[config.mk]
export PLATFORM = sky130hd
export DESIGN_NAME = flag_offset_ctrl
export DESIGN_NICKNAME = d
export VERILOG_FILES = /design/src/rtl/fop_pkg.sv /design/src/rtl/fop_edge.sv /design/src/rtl/fop_seq.sv /design/src/rtl/fop_regs.sv /design/src/rtl/flag_offset_ctrl.sv
export SDC_FILE = /design/constraint.sdc
export NUM_CORES = 1
export LEC_CHECK = 0
export ABC_AREA = 1
export BUFFER_PORTS_ARGS = -buffer_cell sky130_fd_sc_hd__buf_2
export CAP_MARGIN = 20
export CORE_ASPECT_RATIO = 1.75
export CORE_MARGIN = 2
export CORE_UTILIZATION = 48
export CTS_CLUSTER_DIAMETER = 80
export DETAILED_ROUTE_END_ITERATION = 8
export PLACE_DENSITY = 0.79
export SLEW_MARGIN = 0
export SYNTH_ARGS = -nofsm -noshare
export SYNTH_HDL_FRONTEND = slang
export SYNTH_SLANG_ARGS = --single-unit
[constraint.sdc]
create_clock -name clk -period 1.5 [get_ports clk]
set_input_delay 0.3 -clock clk [delete_from_list [all_inputs] [get_ports clk]]
set_output_delay 0.3 -clock clk [all_outputs]
set_load 0.05 [all_outputs]
[src/rtl/fop_pkg.sv]
package fop_pkg;
  localparam int NSLOT = 4;

  typedef enum logic [1:0] {
    ST_BLANK = 2'd0,
    ST_LOAD  = 2'd1,
    ST_RUN   = 2'd2
  } prog_state_e;

  typedef enum logic [1:0] {
    SEL_PORT = 2'b00,
    SEL_LOW  = 2'b01,
    SEL_MID  = 2'b10,
    SEL_HIGH = 2'b11
  } fsel_e;
endpackage

[src/rtl/fop_edge.sv]
module fop_edge #(
  parameter int N = 2
) (
  input  logic         clk,
  input  logic [N-1:0] lvl,
  output logic [N-1:0] rise
);
  for (genvar i = 0; i < N; i++) begin : g_bit
    logic prev_q;
    always_ff @(posedge clk) prev_q <= lvl[i];
    assign rise[i] = lvl[i] & ~prev_q;
  end
endmodule

[src/rtl/fop_seq.sv]
module fop_seq
  import fop_pkg::*;
#(
  parameter int SLOT_W = 2
) (
  input  logic              clk,
  input  logic              mst_rst,
  input  logic              start_load,
  input  logic              preset_hit,
  input  logic              wr_req,
  output prog_state_e       state,
  output logic [SLOT_W-1:0] slot,
  output logic              accept
);
  localparam logic [SLOT_W-1:0] LAST_SLOT = SLOT_W'(NSLOT - 1);

  assign accept = (state == ST_LOAD) && wr_req;

  always_ff @(posedge clk) begin
    if (mst_rst) begin
      state <= ST_BLANK;
      slot  <= '0;
    end else if (start_load) begin
      state <= ST_LOAD;
      slot  <= '0;
    end else if (preset_hit) begin
      state <= ST_RUN;
      slot  <= '0;
    end else if (accept) begin
      if (slot == LAST_SLOT) begin
        state <= ST_RUN;
        slot  <= '0;
      end else begin
        slot <= slot + 1'b1;
      end
    end
  end
endmodule

[src/rtl/fop_regs.sv]
module fop_regs
  import fop_pkg::*;
#(
  parameter int DATA_W = 36,
  parameter int DEPTH  = 512,
  parameter int OFS_W  = 9,
  parameter int SLOT_W = 2,
  parameter int PRE_HI = 64,
  parameter int PRE_MD = 16,
  parameter int PRE_LO = 8
) (
  input  logic              clk,
  input  logic              mst_rst,
  input  logic [1:0]        rise,
  input  logic [1:0]        fsel,
  input  logic              start_load,
  input  logic              accept,
  input  logic [SLOT_W-1:0] slot,
  input  logic [DATA_W-1:0] wr_data,
  output logic [OFS_W-1:0]  ofs [NSLOT],
  output logic              clamp_err
);
  localparam logic [OFS_W-1:0] OFS_MIN = OFS_W'(1);
  localparam logic [OFS_W-1:0] OFS_MAX = OFS_W'(DEPTH - 4);

  function automatic logic [OFS_W-1:0] preset_of(input logic [1:0] code);
    case (code)
      SEL_HIGH: return OFS_W'(PRE_HI);
      SEL_MID:  return OFS_W'(PRE_MD);
      SEL_LOW:  return OFS_W'(PRE_LO);
      default:  return '0;
    endcase
  endfunction

  function automatic logic [OFS_W:0] fit_offset(input logic [OFS_W-1:0] raw);
    if (raw < OFS_MIN)      return {1'b1, OFS_MIN};
    else if (raw > OFS_MAX) return {1'b1, OFS_MAX};
    else                    return {1'b0, raw};
  endfunction

  logic [OFS_W:0]   fitted;
  logic [OFS_W-1:0] preset_val;
  logic             is_preset;

  assign fitted     = fit_offset(wr_data[OFS_W-1:0]);
  assign preset_val = preset_of(fsel);
  assign is_preset  = (fsel != SEL_PORT);

  for (genvar k = 0; k < NSLOT; k++) begin : g_slot
    localparam int PAIR = k / 2;
    always_ff @(posedge clk) begin
      if (mst_rst) begin
        ofs[k] <= '0;
      end else if (rise[PAIR] && is_preset) begin
        ofs[k] <= preset_val;
      end else if (accept && (slot == SLOT_W'(k))) begin
        ofs[k] <= fitted[OFS_W-1:0];
      end
    end
  end

  always_ff @(posedge clk) begin
    if (mst_rst || start_load) clamp_err <= 1'b0;
    else if (accept && fitted[OFS_W]) clamp_err <= 1'b1;
  end
endmodule

[src/rtl/flag_offset_ctrl.sv]
module flag_offset_ctrl
  import fop_pkg::*;
#(
  parameter int DATA_W = 36,
  parameter int DEPTH  = 512,
  parameter int OFS_W  = $clog2(DEPTH),
  parameter int PRE_HI = 64,
  parameter int PRE_MD = 16,
  parameter int PRE_LO = 8
) (
  input  logic              clk,
  input  logic              rst1_n,
  input  logic              rst2_n,
  input  logic [1:0]        fsel,
  input  logic              wr_en,
  input  logic [DATA_W-1:0] wr_data,
  output logic [OFS_W-1:0]  ae_rev_ofs,
  output logic [OFS_W-1:0]  af_fwd_ofs,
  output logic [OFS_W-1:0]  ae_fwd_ofs,
  output logic [OFS_W-1:0]  af_rev_ofs,
  output logic              wr_divert,
  output logic              prog_done,
  output logic              clamp_err
);
  localparam int SLOT_W = $clog2(NSLOT);

  logic [1:0]        rise;
  logic              mst_rst;
  logic              both_hi;
  logic              start_load;
  logic              preset_hit;
  logic              wr_req;
  logic              accept;
  logic [SLOT_W-1:0] slot;
  prog_state_e       state;
  logic [OFS_W-1:0]  ofs [NSLOT];

  assign mst_rst    = !rst1_n && !rst2_n;
  assign both_hi    = rst1_n && rst2_n;
  assign start_load = (fsel == SEL_PORT) && (|rise) && both_hi;
  assign preset_hit = (fsel != SEL_PORT) && (|rise);
  assign wr_req     = wr_en && both_hi && !(|rise);

  fop_edge #(.N(2)) u_edge (
    .clk  (clk),
    .lvl  ({rst2_n, rst1_n}),
    .rise (rise)
  );

  fop_seq #(.SLOT_W(SLOT_W)) u_seq (
    .clk        (clk),
    .mst_rst    (mst_rst),
    .start_load (start_load),
    .preset_hit (preset_hit),
    .wr_req     (wr_req),
    .state      (state),
    .slot       (slot),
    .accept     (accept)
  );

  fop_regs #(
    .DATA_W (DATA_W),
    .DEPTH  (DEPTH),
    .OFS_W  (OFS_W),
    .SLOT_W (SLOT_W),
    .PRE_HI (PRE_HI),
    .PRE_MD (PRE_MD),
    .PRE_LO (PRE_LO)
  ) u_regs (
    .clk        (clk),
    .mst_rst    (mst_rst),
    .rise       (rise),
    .fsel       (fsel),
    .start_load (start_load),
    .accept     (accept),
    .slot       (slot),
    .wr_data    (wr_data),
    .ofs        (ofs),
    .clamp_err  (clamp_err)
  );

  // slot order: 0 fwd almost-full, 1 rev almost-empty, 2 rev almost-full, 3 fwd almost-empty
  assign af_fwd_ofs = ofs[0];
  assign ae_rev_ofs = ofs[1];
  assign af_rev_ofs = ofs[2];
  assign ae_fwd_ofs = ofs[3];
  assign wr_divert  = accept;
  assign prog_done  = (state == ST_RUN);
endmodule

==> impl_metrics.tcl, run 1 <==
set metrics [dict create \
    ant_nets 0 \
    row_count 31 \
    antenna_found_initial 0 \
    synth.net_count 315 \
    dp.cells 377 \
    place_congestion 0.877 \
    utilization_pct 62.9 \
    dr.pass1.iters 4 \
    worstSetupPathType "reg2out" \
    nets 382 \
    end_kind "primary output" \
    diodes 0 \
    crit_path_start_kind "flip-flop" \
    port_buffers 53 \
    ys_warn_count 0 \
    cap_viol_max_count 0 \
    die_w_um 54.1 \
    gr-usage-all-layers_pct 22.2 \
    period_share_pct 98.1 \
    worst_ep_required_time_ns 1.20 \
    yosysMostFrequentCell "dfxtp_1" \
    hold_viol 0 \
    hold_class "in2reg" \
    yosysSeqAreaShare_pct 40.8 \
    max_clock_freq_mhz 680 \
    p_total_w 0.00254 \
    status "complete, no violations" \
    seqPwrFrac_pct 47.7 \
    power_switching_w 0.000739 \
    grt_pass1_vias 1825 \
    r2r-start "u_seq.state[1]" \
    hold_start "rst1_n" \
    core_sq_um 4190 \
    cpPeakStageDelay_ns 0.32 \
    cts_buffers 5 \
    synth_seq_cells 43 \
    worst_path_max_delay_cell "dfxtp_1" \
    synth_edf_count 0 \
    tritoncts "built" \
    syn_inst 269 \
    die_area_sq_um 4970 \
    rsz0062_at_grt "yes" \
    p_int_w 0.00181 \
    drive_above_1_share_pct 33.0 \
    synth_top_area_share_pct 40.8 \
    area_growth_pct 24.8 \
    crit_chain "inv_2 > nand3_2 > nor2_4 > nand2_8 > inv_12 > buf_12" \
    worstPathArrival_ns 1.17 \
    clock_power_share_pct 33.8 \
    dominantRegCellSynth "dfxtp_1" \
    yosys.cell_types.count 26 \
    finalCriticalPeriod_ns 1.47 \
    fin_cells 385 \
    wl_mm 4.96 \
    postPlaceCellArea_sq_um 2490 \
    slew_headroom_pct 75.9 \
    power_density_nw_per_um2 966 \
    reg2regPathDepth 11 \
    initial_core_util_pct 50.4 \
    clock-root-buffer "clkbuf_8" \
    ys_top_cells_by_area "dfxtp_1 41%, nand3_1 8.5%, nor2_1 7.5%" \
    maxSlewViolCount 0 \
    post_drt_wl_per_cell_um 12.9 \
    grt-ovfl-total 0 \
    avgSynthCellArea_sq_um 7.85 \
    p_sw_share_pct 29.1 \
    synth_top_cells_by_count "43 x dfxtp_1, 42 x nor2_1, 37 x nand2_1" \
    fin_skew_ns 0.00565 \
    power_frac_comb_pct 18.6 \
    grt_max_degree 26 \
    clock_sinks 43 \
    clk_pin_slew_worst_paths_ns 0.08 \
    setup_violations 0 \
    min_to "u_edge.g_bit[0].prev_q" \
    async_reset_ff_share_pct 0 \
    htree_levels 2 \
    reg2reg_slack_ns 0.11 \
    tightest_slew_ns 0.362 \
    die_y_um 91.7 \
    vias 1973 \
    yosys.area.top_type "dfxtp_1" \
    clock_path_buffers 2 \
    grt_pass1_wl_mm 8.26 \
    insertion_delay_ns 0.29 \
    cts_hold_buf 0 \
    p_leak_nw 1.18 \
    whs_path_depth 2 \
    drt_iter0_drc 49 \
    io_pins 81 \
    crit_path_max_fanout 3 \
    ir_drop_mv 0.756 \
    drc 0 \
    viasPerCell 5.12 \
    synthesis.area_sq_um 2110 \
    dp_hpwl_mm 3.82 \
    stdcell_area_sq_um 2640 \
    r2r-end "u_regs.ofs[4]" \
]
==> logic make-up (layout without fill, tap and decap cells) <==
group / Yosys count / count (layout) / synth area share (%)
and+or+nand+nor: 143 / 143 / 36.9
AOI/OAI and AO/OA: 47 / 47 / 12.7
DFF: 43 / 43 / 40.8
buffers and inverters: 32 / 99 / 7.23
adders and majority gates: 4 / 4 / 2.37
==> worst max path at each step <==
stage	start	end	slack [ns]	depth (start not counted)
floorplan	u_seq.state[1]	u_regs.ofs[3]	0.21	10
global placement	rst1_n	wr_divert	0.05	7
detailed placement	rst1_n	wr_divert	0.05	7
CTS	u_seq.state[1]	wr_divert	0.001	6
global route	u_seq.state[1]	wr_divert	-0.02	6
finish	u_seq.state[1]	wr_divert	0.03	6
==> critical path: cells and delay by family, from the launching register on <==
kind,cells,cell delay [ns]
and+or+nand+nor,3,0.30
buffers and inverters,3,0.25
DFF,1,0.32
==> routing by layer <==
layer,vias to the layer above,wire [um],global-route usage (%)
met1,898,1920,25.2
met4,0,106,8.75
li1,1016,-,-
met2,49,2670,38.4
met5,-,0,0
met3,10,267,4.89
==> stage by stage <==
step / setup slack (ns) / TNS, ns / hold WS [ns]
global route: -0.0168 / -0.0168 / 0.259
floorplan: 0.212 / 0 / 0.328
finish: 0.0285 / 0 / 0.249
global placement: 0.0535 / 0 / 0.458
CTS: 0.00147 / 0 / 0.241
detailed placement: 0.0487 / 0 / 0.468
==> final cells by class <==
class / instances / area, sq um
Fill cell: 397 / 1550
Multi-Input combinational cell: 194 / 1100
Sequential cell: 43 / 862
Timing Repair Buffer: 67 / 395
Inverter: 25 / 109
Clock buffer: 6 / 72.6
Tap cell: 49 / 61.3
Clock inverter: 1 / 30.0
==> state kept, by name (all words and copies together), names as in the netlist <==
signal	cells
u_seq.state	2
u_seq.slot	2
u_edge.g_bit.prev_q	2
u_regs.ofs	36
u_regs.clamp_err	1
==> cells in the final DEF (no fill, tap or decap), types with 2 or more instances in the layout <==
master / instances
nand2_1: 37
inv_1: 16
nor2_1: 42
buf_2: 51
nand4_1: 6
nand2_8: 5
o21ai_1: 12
o21ai_2: 5
clkbuf_8: 5
nor2_4: 8
ha_1: 3
buf_4: 13
a21oi_1: 27
nor3_1: 2
inv_2: 7
nand2_4: 4
dfxtp_1: 42
nand3_1: 35
==> power groups by stage <==
stage | logic, W | registers [W] | clock network [W]
global route | 0.000510 | 0.00122 | 0.000917
floorplan | 0.000192 | 0.00139 | 0
finish | 0.000473 | 0.00121 | 0.000859
global placement | 0.000463 | 0.00124 | 0
detailed placement | 0.000468 | 0.00124 | 0
CTS | 0.000473 | 0.00121 | 0.000879
==> repair_timing <==
| item | 4_1_cts | 5_1_grt |
|---|---|---|
| endpoints found under the setup margin | 1 | 12 |
| buffers inserted | 1 | 0 |
| pin swaps | 1 | 2 |
| gates resized for setup | 8 | 3 |
No activity file was read; power rests on OpenSTA's default activity.
==> run 2, diff against run 1 <==
--- a/config.mk
+++ b/config.mk
@@ -11,8 +11,9 @@
 export CORE_ASPECT_RATIO = 1.75
 export CORE_MARGIN = 2
-export CORE_UTILIZATION = 48
+export CORE_UTILIZATION = 50
+export CTS_BUF_LIST = sky130_fd_sc_hd__clkbuf_2 sky130_fd_sc_hd__clkbuf_4 sky130_fd_sc_hd__clkbuf_8
 export CTS_CLUSTER_DIAMETER = 80
 export DETAILED_ROUTE_END_ITERATION = 8
-export PLACE_DENSITY = 0.79
+export PLACE_DENSITY = 0.81
 export SLEW_MARGIN = 0
 export SYNTH_ARGS = -nofsm -noshare
==> constraint.sdc (replaced) <==
create_clock -name clk -period 1.5 [get_ports clk]
set_input_delay 0.075 -clock clk [delete_from_list [all_inputs] [get_ports clk]]
set_output_delay 0.075 -clock clk [all_outputs]
set_load 0.05 [all_outputs]
==> run 2 against run 1 <==
Compared with the run above: via count is 1.0% higher; worst hold slack lost 0.15 ns; total power fell by 6.8%; wire length down 2.4%; maximum frequency increased by 3.5%; setup slack gained 0.049 ns.
==> impl_metrics.tcl, run 2 (synthesis results as in run 1) <==
set metrics [dict create \
    status "complete, no violations" \
    hold_class "in2reg" \
    rsz0062_at_grt "no" \
    tritoncts "built" \
    clock_path_buffers 2 \
    die_w_um 53.1 \
    insertion_delay_ns 0.30 \
    nets 377 \
    max_clock_freq_mhz 703 \
    largest_register_ff_count 36 \
    fin_cells 381 \
    clock_sinks 43 \
    worst_path_max_delay_cell "dfxtp_1" \
    post_drt_wl_per_cell_um 12.7 \
    slew_headroom_pct 76.2 \
    initial_core_util_pct 51.3 \
    dp_hpwl_mm 3.72 \
    end_kind "primary output" \
    reg2reg_slack_ns 0.12 \
    maxSlewViolCount 0 \
    crit_family "simple AND/OR/NAND/NOR gates" \
    path_buf_inv 3 \
    drive_above_1_share_pct 31.9 \
    power_density_nw_per_um2 918 \
    cp-endpoint "wr_divert" \
    dr.pass1.iters 4 \
    dr.max_layer_used "met4" \
    clk_pin_slew_worst_paths_ns 0.08 \
    grt_pass1_wl_mm 8.03 \
    tightest_slew_ns 0.357 \
    viasPerCell 5.23 \
    period_share_pct 94.8 \
    place_congestion 0.851 \
    hold_viol 0 \
    io_pins 81 \
    finalCriticalPeriod_ns 1.42 \
    reg2regPathDepth 6 \
    cp.depth 6 \
    finalSetupTns_ns 0 \
    ir_drop_mv 0.910 \
    wirelength_met1_mm 1.81 \
    cts_buffers 5 \
    wl_mm 4.84 \
    p_leak_nw 1.16 \
    grt_max_degree 26 \
    vias 1993 \
    setup_violations 0 \
    r2r-start "u_seq.slot[0]" \
    cp-startpoint "u_seq.state[1]" \
    worst_ep_required_time_ns 1.42 \
    r2r-end "u_regs.ofs[34]" \
    crit_path_start_kind "flip-flop" \
    die_y_um 90.0 \
    diodes 0 \
    drt_iter0_drc 47 \
    gr-usage-all-layers_pct 22.2 \
    core_sq_um 4110 \
    dp.cells 368 \
    top_register "u_regs.ofs" \
    grt-ovfl-total 0 \
    area_growth_pct 22.5 \
    cap_viol_max_count 0 \
    worstPathArrival_ns 1.35 \
    cpPeakStageDelay_ns 0.31 \
    htree_levels 2 \
    drc 0 \
    antenna_found_initial 0 \
    final_common_cell "buf_2" \
    met3RoutedLength_um 261 \
    crit_chain "inv_1 > nand3_2 > nor2_4 > nand2_8 > inv_12 > buf_8" \
    die_area_sq_um 4780 \
    ant_nets 0 \
    fin_skew_ns 0.00565 \
    worstSetupPathType "reg2out" \
    crit_path_max_fanout 7 \
    final_cell_mix "52 x buf_2, 43 x dfxtp_1, 42 x nor2_1, 35 x nand2_1, 35 x nand3_1" \
    grt_pass1_vias 1907 \
    row_count 31 \
    met2WireLength_mm 2.63 \
    clock-root-buffer "clkbuf_8" \
    port_buffers 53 \
]
==> run 2: where the power goes <==
group | total (W) | internal (W) | switching, W
sequential | 0.00121 | 0.00119 | 0.0000227
combinational | 0.000458 | 0.000117 | 0.000341
clock | 0.000701 | 0.000318 | 0.000383
total | 0.00237 | 0.00163 | 0.000746
==> run 2: layout make-up <==
| type | count | area, sq um |
|---|---|---|
| fillers | 396 | 1530 |
| multi-input cells | 194 | 1110 |
| flip-flops and latches | 43 | 861 |
| repair buffers | 62 | 360 |
| inverters | 25 | 109 |
| clock buffers | 5 | 68.8 |
| well taps | 49 | 61.3 |
| clock inverters | 3 | 15.0 |
==> run 2: repair_timing <==
item,4_1_cts,5_1_grt
setup buffers,0,3
endpoints found under the setup margin,1,4
pin swaps,0,2
resized for setup,2,5
cloned,0,0
endpoints found under the hold margin,2,0
hold buffers,2,0
==> run 2: per-stage QoR <==
step                hold WS [ns]  power, W  setup slack, ns  area [sq um]  util [%]
floorplan                  0.103   0.00158            0.212          2110         -
global placement           0.250   0.00169            0.148          2420      58.9
detailed placement         0.250   0.00169            0.119          2420      58.9
CTS                       0.0937   0.00239           0.0206          2530      61.6
global route               0.109   0.00247          0.00239          2580      62.9
finish                    0.0981   0.00237           0.0776          2580      62.9
==> run 2: worst min path at each step <==
stage                     cells after the start  slack [ns]        from                      to
after global routing                          3        0.11  wr_data[1]          u_regs.ofs[19]
final                                         3         0.1  wr_data[1]          u_regs.ofs[10]
after floorplan                               0        0.10      rst1_n  u_edge.g_bit[0].prev_q
after detailed placement                      1        0.25      rst2_n  u_edge.g_bit[1].prev_q
after CTS                                     3        0.09  wr_data[1]          u_regs.ofs[10]
after global placement                        1        0.25      rst2_n  u_edge.g_bit[1].prev_q
==> run 2: metal layers <==
| layer | vias to the layer above | track usage, % |
|---|---|---|
| met1 | 906 | 23.3 |
| met2 | 66 | 39.9 |
| li1 | 1005 | - |
| met4 | 0 | 10.3 |
| met3 | 16 | 4.15 |
| met5 | - | 0 |
==> run 2: worst register-to-register path: cells and delay by family, from the launching register on <==
family                     cells  cell delay, ns
adders and majority gates      1            0.30
buffers and inverters          2            0.25
DFF                            1            0.35
and+or+nand+nor                2            0.25
AOI/OAI and AO/OA              1            0.16
